==> src/rtl/tick_subctr_pkg.sv <==
package tick_subctr_pkg;

  localparam int REG_W   = 32;
  localparam int IDX_W   = 5;
  localparam int ADDR_W  = 2;

  // configuration field positions (software visible)
  localparam int POS_ACT  = 0;
  localparam int POS_IDX  = 16;
  localparam int POS_TQ   = 28;
  localparam int POS_SLP  = 30;
  localparam int POS_DRUN = 31;

  localparam logic [REG_W-1:0] CFG_KEEP =
    (REG_W'(1) << POS_ACT) | (REG_W'((1 << IDX_W) - 1) << POS_IDX) |
    (REG_W'(1) << POS_TQ)  | (REG_W'(1) << POS_SLP) | (REG_W'(1) << POS_DRUN);

  localparam logic [ADDR_W-1:0] A_CFG = 2'd0;
  localparam logic [ADDR_W-1:0] A_STS = 2'd1;
  localparam logic [ADDR_W-1:0] A_CNT = 2'd2;

  typedef struct packed {
    logic             dbg_run;
    logic             slp_pause;
    logic             trig_qual;
    logic [IDX_W-1:0] idx;
    logic             act;
  } cfg_t;

  function automatic cfg_t cfg_unpack(logic [REG_W-1:0] w);
    cfg_t c;
    c.act       = w[POS_ACT];
    c.idx       = w[POS_IDX +: IDX_W];
    c.trig_qual = w[POS_TQ];
    c.slp_pause = w[POS_SLP];
    c.dbg_run   = w[POS_DRUN];
    return c;
  endfunction

endpackage

==> src/rtl/tsc_sync.sv <==
module tsc_sync #(
  parameter int WIDTH  = 3,
  parameter int STAGES = 2
) (
  input  logic             clk,
  input  logic             rst,
  input  logic [WIDTH-1:0] async_i,
  output logic [WIDTH-1:0] sync_o
);
  logic [STAGES-1:0][WIDTH-1:0] chain_q;

  always_ff @(posedge clk) begin
    if (rst) chain_q[0] <= '0;
    else     chain_q[0] <= async_i;
  end

  for (genvar s = 1; s < STAGES; s++) begin : g_stage
    always_ff @(posedge clk) begin
      if (rst) chain_q[s] <= '0;
      else     chain_q[s] <= chain_q[s-1];
    end
  end

  assign sync_o = chain_q[STAGES-1];
endmodule

==> src/rtl/tsc_pause.sv <==
module tsc_pause
  import tick_subctr_pkg::*;
(
  input  logic clk,
  input  logic rst,
  input  cfg_t cfg_i,
  input  logic dbg_s_i,
  input  logic trig_s_i,
  input  logic slp_s_i,
  output logic run_o,
  output logic rst_blocked_o
);
  logic dbg_hold, slp_hold;

  always_comb begin
    dbg_hold = dbg_s_i && !cfg_i.dbg_run && (!cfg_i.trig_qual || trig_s_i);
    slp_hold = slp_s_i && cfg_i.slp_pause;
    run_o    = !(dbg_hold || slp_hold);
  end

  always_ff @(posedge clk) begin
    if (rst) rst_blocked_o <= 1'b0;
    else     rst_blocked_o <= dbg_s_i && cfg_i.dbg_run;
  end

  AST_BLOCK_NEEDS_DBG: assert property (@(posedge clk) disable iff (rst)
    rst_blocked_o |-> $past(dbg_s_i));
  AST_DRUN_KEEPS_RUN: assert property (@(posedge clk) disable iff (rst)
    (cfg_i.dbg_run && !slp_s_i) |-> run_o);
  AST_SLEEP_OFF_RUNS: assert property (@(posedge clk) disable iff (rst)
    (!cfg_i.slp_pause && !dbg_s_i) |-> run_o);
endmodule

==> src/rtl/tsc_count.sv <==
module tsc_count
  import tick_subctr_pkg::*;
#(
  parameter int CNT_W = 32
) (
  input  logic             clk,
  input  logic             rst,
  input  logic             run_i,
  input  logic             act_i,
  input  logic [IDX_W-1:0] idx_i,
  output logic [CNT_W-1:0] cnt_o,
  output logic             irq_o
);
  logic [CNT_W-1:0] cnt_nxt, flips;
  logic             hit;

  always_comb begin
    cnt_nxt = cnt_o + CNT_W'(1);
    flips   = cnt_o ^ cnt_nxt;
    hit     = 1'b0;
    for (int i = 0; i < CNT_W; i++) begin
      if (idx_i == IDX_W'(i)) hit = flips[i];
    end
  end

  always_ff @(posedge clk) begin
    if (rst) begin
      cnt_o <= '0;
      irq_o <= 1'b0;
    end else begin
      irq_o <= 1'b0;
      if (run_i) begin
        cnt_o <= cnt_nxt;
        irq_o <= act_i && hit;
      end
    end
  end

  AST_STEP_ONE: assert property (@(posedge clk) disable iff (rst)
    run_i |=> (cnt_o == $past(cnt_o) + CNT_W'(1)));
  AST_PAUSE_HOLDS: assert property (@(posedge clk) disable iff (rst)
    !run_i |=> $stable(cnt_o));
  AST_NO_IRQ_PAUSED: assert property (@(posedge clk) disable iff (rst)
    !run_i |=> !irq_o);
  AST_NO_ACT_NO_IRQ: assert property (@(posedge clk) disable iff (rst)
    !act_i |=> !irq_o);
endmodule

==> src/rtl/tsc_regs.sv <==
module tsc_regs
  import tick_subctr_pkg::*;
#(
  parameter int CNT_W = 32
) (
  input  logic              clk,
  input  logic              rst,
  input  logic              wr_i,
  input  logic [ADDR_W-1:0] addr_i,
  input  logic [REG_W-1:0]  wdata_i,
  input  logic              irq_i,
  input  logic [CNT_W-1:0]  cnt_i,
  output cfg_t              cfg_o,
  output logic [REG_W-1:0]  rdata_o
);
  logic [REG_W-1:0] cfg_raw;
  logic             sts_q;

  always_ff @(posedge clk) begin
    if (rst) begin
      cfg_raw <= '0;
      sts_q   <= 1'b0;
    end else begin
      if (wr_i && addr_i == A_CFG) cfg_raw <= wdata_i & CFG_KEEP;
      if (irq_i)                                    sts_q <= 1'b1;
      else if (wr_i && addr_i == A_STS && wdata_i[0]) sts_q <= 1'b0;
    end
  end

  assign cfg_o = cfg_unpack(cfg_raw);

  always_ff @(posedge clk) begin
    if (rst) rdata_o <= '0;
    else begin
      case (addr_i)
        A_CFG:   rdata_o <= cfg_raw;
        A_STS:   rdata_o <= REG_W'(sts_q);
        A_CNT:   rdata_o <= REG_W'(cnt_i);
        default: rdata_o <= '0;
      endcase
    end
  end

  AST_STICKY_SET: assert property (@(posedge clk) disable iff (rst)
    irq_i |=> sts_q);
  AST_W1C_CLEARS: assert property (@(posedge clk) disable iff (rst)
    (wr_i && addr_i == A_STS && wdata_i[0] && !irq_i) |=> !sts_q);
  AST_RSVD_READ_ZERO: assert property (@(posedge clk) disable iff (rst)
    (addr_i == A_CFG) |=> ((rdata_o & ~CFG_KEEP) == '0));
endmodule

==> src/rtl/tick_subctr.sv <==
module tick_subctr
  import tick_subctr_pkg::*;
#(
  parameter int CNT_W       = 32,
  parameter int SYNC_STAGES = 2
) (
  input  logic              clk,
  input  logic              rst,
  input  logic              reg_wr,
  input  logic [ADDR_W-1:0] reg_addr,
  input  logic [REG_W-1:0]  reg_wdata,
  output logic [REG_W-1:0]  reg_rdata,
  input  logic              dbg_attached,
  input  logic              halt_trig,
  input  logic              deep_sleep,
  output logic              irq_pulse,
  output logic              rst_blocked
);
  localparam int N_SYNC = 3;

  cfg_t             cfg;
  logic [N_SYNC-1:0] sync_v;
  logic             run;
  logic [CNT_W-1:0] cnt;

  tsc_sync #(.WIDTH(N_SYNC), .STAGES(SYNC_STAGES)) u_sync (
    .clk(clk), .rst(rst),
    .async_i({deep_sleep, halt_trig, dbg_attached}),
    .sync_o(sync_v)
  );

  tsc_pause u_pause (
    .clk(clk), .rst(rst), .cfg_i(cfg),
    .dbg_s_i(sync_v[0]), .trig_s_i(sync_v[1]), .slp_s_i(sync_v[2]),
    .run_o(run), .rst_blocked_o(rst_blocked)
  );

  tsc_count #(.CNT_W(CNT_W)) u_count (
    .clk(clk), .rst(rst), .run_i(run), .act_i(cfg.act), .idx_i(cfg.idx),
    .cnt_o(cnt), .irq_o(irq_pulse)
  );

  tsc_regs #(.CNT_W(CNT_W)) u_regs (
    .clk(clk), .rst(rst), .wr_i(reg_wr), .addr_i(reg_addr),
    .wdata_i(reg_wdata), .irq_i(irq_pulse), .cnt_i(cnt),
    .cfg_o(cfg), .rdata_o(reg_rdata)
  );
endmodule

==> config.mk <==
export PLATFORM = sky130hd
export DESIGN_NAME = tick_subctr
export DESIGN_NICKNAME = d
export VERILOG_FILES = /design/src/rtl/tick_subctr_pkg.sv /design/src/rtl/tsc_sync.sv /design/src/rtl/tsc_pause.sv /design/src/rtl/tsc_count.sv /design/src/rtl/tsc_regs.sv /design/src/rtl/tick_subctr.sv
export SDC_FILE = /design/constraint.sdc
export NUM_CORES = 1
export LEC_CHECK = 0
export ABC_AREA = 1
export BUFFER_PORTS_ARGS = -buffer_cell sky130_fd_sc_hd__buf_2
export CAP_MARGIN = 25
export CELL_PAD_IN_SITES_DETAIL_PLACEMENT = 1
export CELL_PAD_IN_SITES_GLOBAL_PLACEMENT = 1
export CORE_ASPECT_RATIO = 2
export CORE_MARGIN = 1.5
export CORE_UTILIZATION = 42
export CTS_BUF_LIST = sky130_fd_sc_hd__clkbuf_16
export CTS_CLUSTER_SIZE = 28
export DETAILED_ROUTE_END_ITERATION = 8
export PLACE_DENSITY_LB_ADDON = 0.1
export RECOVER_POWER = 25
export SYNTH_ARGS = -nofsm -noshare
export SYNTH_HDL_FRONTEND = slang
export SYNTH_SLANG_ARGS = --single-unit
==> constraint.sdc <==
create_clock -name clk -period 4.05 [get_ports clk]
set_clock_uncertainty 0.2 [all_clocks]
set_input_delay 0.2025 -clock clk [delete_from_list [all_inputs] [get_ports clk]]
set_output_delay 0.2025 -clock clk [all_outputs]
set_load 0.05 [all_outputs]
==> results.txt <==
* Status: finished, violations left
- Violated checks: capacitance limit, slew limit
- Of all cell types, the one taking the most synthesized area is sky130_fd_sc_hd__dfxtp_1.
* Type of origin of the critical path: register
- At the pin with the least slew margin, the transition time is just over 2 ns.
* HPWL after detailed placement: 7.99 mm
- Total placed instance area: slightly below 4000 um2
- Starting utilization of the core area: between 40% and 50%
- After filler insertion, the fill cell instance count of the layout stands at roughly 1100.
- For this block, the initial DRC count from the detailed router was ~110.
- TritonCTS built the clock tree.
- The startpoint identified for the worst hold timing path is reg_wr.
- The startpoint identified for the worst register-to-register timing path is u_count.cnt_o[1]$_SDFFE_PP0N_.
* Maximum clock rate: ~320 MHz
- CP endpoint kind: register
- First-pass detailed-route iteration total: 4
- Number of placement rows: 47
* CTS sink count: around 80
* Global router's overall resource usage: 25.1%
- The count of nets left with antenna violations once routing finished came out at 0.
- In the final routed layout, each cell accounts on average for ~16 um.
- Largest stage delay on the critical path: ~0.42 ns
- After the last flow step, the layout net total stands at just under 600.
- Count of max-cap constraint violations: 1
* Overall power consumption: 1.73 mW
- Largest voltage drop on the vdd net: 0.292 mV
- Worst Reg-to-Reg Cells: 18
* Number of buffers inserted by port buffering: 50
* Die footprint: approximately 9200 um2
- The die is about 130 um tall.
- Yosys attributes the largest share of cell area to sky130_fd_sc_hd__dfxtp_1, sky130_fd_sc_hd__inv_1, sky130_fd_sc_hd__nand2_1, sky130_fd_sc_hd__a21oi_1, sky130_fd_sc_hd__nor3_1.
- Cells with a size suffix above 1 make up 13.5% of the layout.
- From left edge to right edge, the die measures 68.5 um.
- The H-tree was split into 3 levels.
- Post-synthesis sequential area ratio: 45.5%
- Final Cell Area: about 4300 um2
- Hold path cells: 4
* Class of the tightest hold or removal check: in -> reg
- TritonCTS created 9 clock buffers.
- Antenna cells: 0
- Along the worst path, the maximum fanout reaches 5.
* Number of hold violations in the final report: 0
- Utilization of the core after routing: a little over half
- The number of antenna violations at the first check in global routing was 0.
* Via-to-Cell Ratio: between 5 and 6
- Min Tclk post-route: 3.10 ns
- Buffers added to address setup during post-CTS repair amount to 0.
- Setup violations remaining at the end of the flow were counted as 0.
- Max-Slew Margin vs Limit: -37.8%
- Top-level port count: 74
* Area share of the leading cell type in the synthesized netlist: 45.5%
- Among all stages on the critical path, the largest delay is contributed by sky130_fd_sc_hd__or4_1.
- STA puts the critical path data required time at 4.13 ns.
* Drt drc: 0
* Register clock-pin slew on the reported worst setup and hold paths: ~0.06 ns
* Leakage dissipation: 1.71 nW
- The number of global-route vias before repair came to 3719.
- Count of yosys warnings during synthesis: 0
- The number of nets in the synthesized netlist is ~530.
* Pin count of the biggest net entering global routing: 43
- The number of hold buffers added after CTS was 13.
- Power spread over the standard cell area amounts to around 400 nW/um2.
- GRT Residual Overflow: 0
* Most common library cell in the layout ignoring fill and taps: sky130_fd_sc_hd__dfxtp_1
- The kind of cell with the highest combined delay along the critical path is simple AND/OR/NAND/NOR gates.
* Worst-Skew Late Latency: approximately 0.34 ns
- TNS Setup: 0 ns
- In this run the cell area of the synthesized design comes to ~3600 um2.
* Routed wire length: about 11 mm
- Setup repair after global routing left no endpoint under its margin.
* Critical path depth: 18
- The root buffer cell chosen for the clock tree is sky130_fd_sc_hd__clkbuf_16.
* Max Slew Vio Count: 43
* Worst Hold End: u_regs.sts_q$_SDFFE_PP0P_
- Post-synthesis cell count: 493
* PostCTS Resize Cnt: 0
- Detailed-route via count: around 3500
* Max clock buf depth: 2
- After synthesis, the mean cell area works out to around 7.3 um2.
- Slack of the worst reg-to-reg path: 0.95 ns
* Capture point of the worst reg-to-reg path: u_count.irq_o$_SDFF_PP0_
- Final GP Congestion: between 0.8 and 0.9
- Core area: between 8000 and 9000 um2
- Arr. time, crit path: ~3.2 ns
- Unique cell type count in the Yosys netlist: 34
- Traced cell by cell, the critical path runs through ha_1 -> nand2_2 -> nor2_8 -> nand2_4 -> nor3_4 -> nand2_2 -> nor2_4 -> nand3_2 -> nor2_2 -> inv_2 -> nor2_2 -> inv_2 -> nor2_4 -> nand3_2 -> or4_1 -> nand3_1 -> nand2_1 -> a21oi_2.
* Hold slack final: around 0.047 ns
- Synthesis inferred a little over 80 register bits.
* Total buffers and inverters traversed by the critical path: 2
- Launching element of the worst setup path: u_count.cnt_o[1]$_SDFFE_PP0N_
- The first global-routing pass estimated between 15 and 20 mm of wire.
* Path type of the worst setup path: reg -> reg
* Top library cells by usage in the layout, fill and taps aside: sky130_fd_sc_hd__dfxtp_1, sky130_fd_sc_hd__inv_1, sky130_fd_sc_hd__nand2_1, sky130_fd_sc_hd__nor2_1
- Compared with the post-synthesis result, the final layout area differs by 20.5%.
- Share of the clock period used by the worst path after layout: around 77%
[synth_stat cells]
master                     instances
sky130_fd_sc_hd__nor2_2            3
sky130_fd_sc_hd__nor2_4            2
sky130_fd_sc_hd__a41o_1            2
sky130_fd_sc_hd__a31o_2            1
sky130_fd_sc_hd__o21a_1            2
sky130_fd_sc_hd__a21oi_2           1
sky130_fd_sc_hd__a31oi_1           2
sky130_fd_sc_hd__clkinv_1          1
sky130_fd_sc_hd__nor2_8            1
sky130_fd_sc_hd__nor3_1           43
sky130_fd_sc_hd__ha_1              1
sky130_fd_sc_hd__a21oi_1          43
sky130_fd_sc_hd__clkbuf_1         16
sky130_fd_sc_hd__o211ai_1          2
sky130_fd_sc_hd__o32ai_1           6
sky130_fd_sc_hd__nor3_4            1
sky130_fd_sc_hd__inv_2             4
sky130_fd_sc_hd__nand3_1          25
sky130_fd_sc_hd__nor3_2            1
sky130_fd_sc_hd__nor2_1           45
sky130_fd_sc_hd__o31ai_1           1
sky130_fd_sc_hd__buf_1             1
sky130_fd_sc_hd__inv_1            74
sky130_fd_sc_hd__o21ai_1           1
sky130_fd_sc_hd__a211oi_1          2
sky130_fd_sc_hd__nor4_1            8
sky130_fd_sc_hd__nand2_2           2
sky130_fd_sc_hd__nand2_4           1
sky130_fd_sc_hd__nand4_1          11
sky130_fd_sc_hd__or4_1             2
sky130_fd_sc_hd__nand3_2           3
sky130_fd_sc_hd__o21ai_0          37
sky130_fd_sc_hd__dfxtp_1          82
sky130_fd_sc_hd__nand2_1          66
[sequential cells by signal, indices dropped and copies added, names as in the netlist]
register / count
u_sync.chain_q: 3
u_regs.cfg_raw: 9
u_pause.rst_blocked_o: 1
u_sync.sync_o: 3
u_regs.rdata_o: 32
u_count.cnt_o: 32
u_regs.sts_q: 1
u_count.irq_o: 1
[cell families (layout without fill, tap and decap cells)]
family | count (synthesis) | in the layout | share of synthesized area [%]
compound gates | 100 | 100 | 15.5
simple gates | 214 | 214 | 28.6
flops | 82 | 82 | 45.5
buf+inv | 96 | 160 | 9.99
fa+ha+maj | 1 | 1 | 0.347
[power by group]
group          internal (mW)  leakage [nW]  switching, mW  total [mW]
combinational         0.0426         0.908         0.0836       0.126
clock                  0.464         0.140          0.309       0.773
sequential             0.819         0.664         0.0103       0.830
[worst min-delay path, stage by stage]
cell,delay [ns]
sky130_fd_sc_hd__buf_2,0.12
sky130_fd_sc_hd__nand4_1,0.09
sky130_fd_sc_hd__a21oi_1,0.06
sky130_fd_sc_hd__nor2_1,0.08
[per-stage QoR]
step	cells	setup WS, ns
final	655	0.950
after global routing	655	0.688
after CTS	655	0.906
after detailed placement	628	0.953
after global placement	627	1.05
after floorplan	493	1.43
[cell type report]
| cell class | count | area [um2] | share of cell area (%) |
|---|---|---|---|
| clock buffers | 9 | 225 | 5.18 |
| clock inverters | 5 | 50.0 | 1.15 |
| inverters | 79 | 297 | 6.82 |
| multi-input cells | 315 | 1610 | 36.9 |
| flip-flops and latches | 82 | 1640 | 37.8 |
| well taps | 98 | 123 | 2.82 |
| repair buffers | 67 | 404 | 9.30 |
[worst max-delay path by stage]
stage,end,slack [ns]
after floorplan,u_count.irq_o$_SDFF_PP0_,1.43
after global placement,u_count.irq_o$_SDFF_PP0_,1.05
after detailed placement,u_count.irq_o$_SDFF_PP0_,0.95
after CTS,u_count.irq_o$_SDFF_PP0_,0.91
after global routing,u_count.cnt_o[31]$_SDFFE_PP0N_,0.69
final,u_count.irq_o$_SDFF_PP0_,0.95
[layer usage]
layer,vias up,GRT usage (%),part of all wire (%)
met2,63,46.9,57
met5,-,0,0
met1,1680,24.1,36
met4,0,13.6,4.5
met3,28,4.45,2.7
li1,1757,-,-
Power figures use the tool's default switching activity.
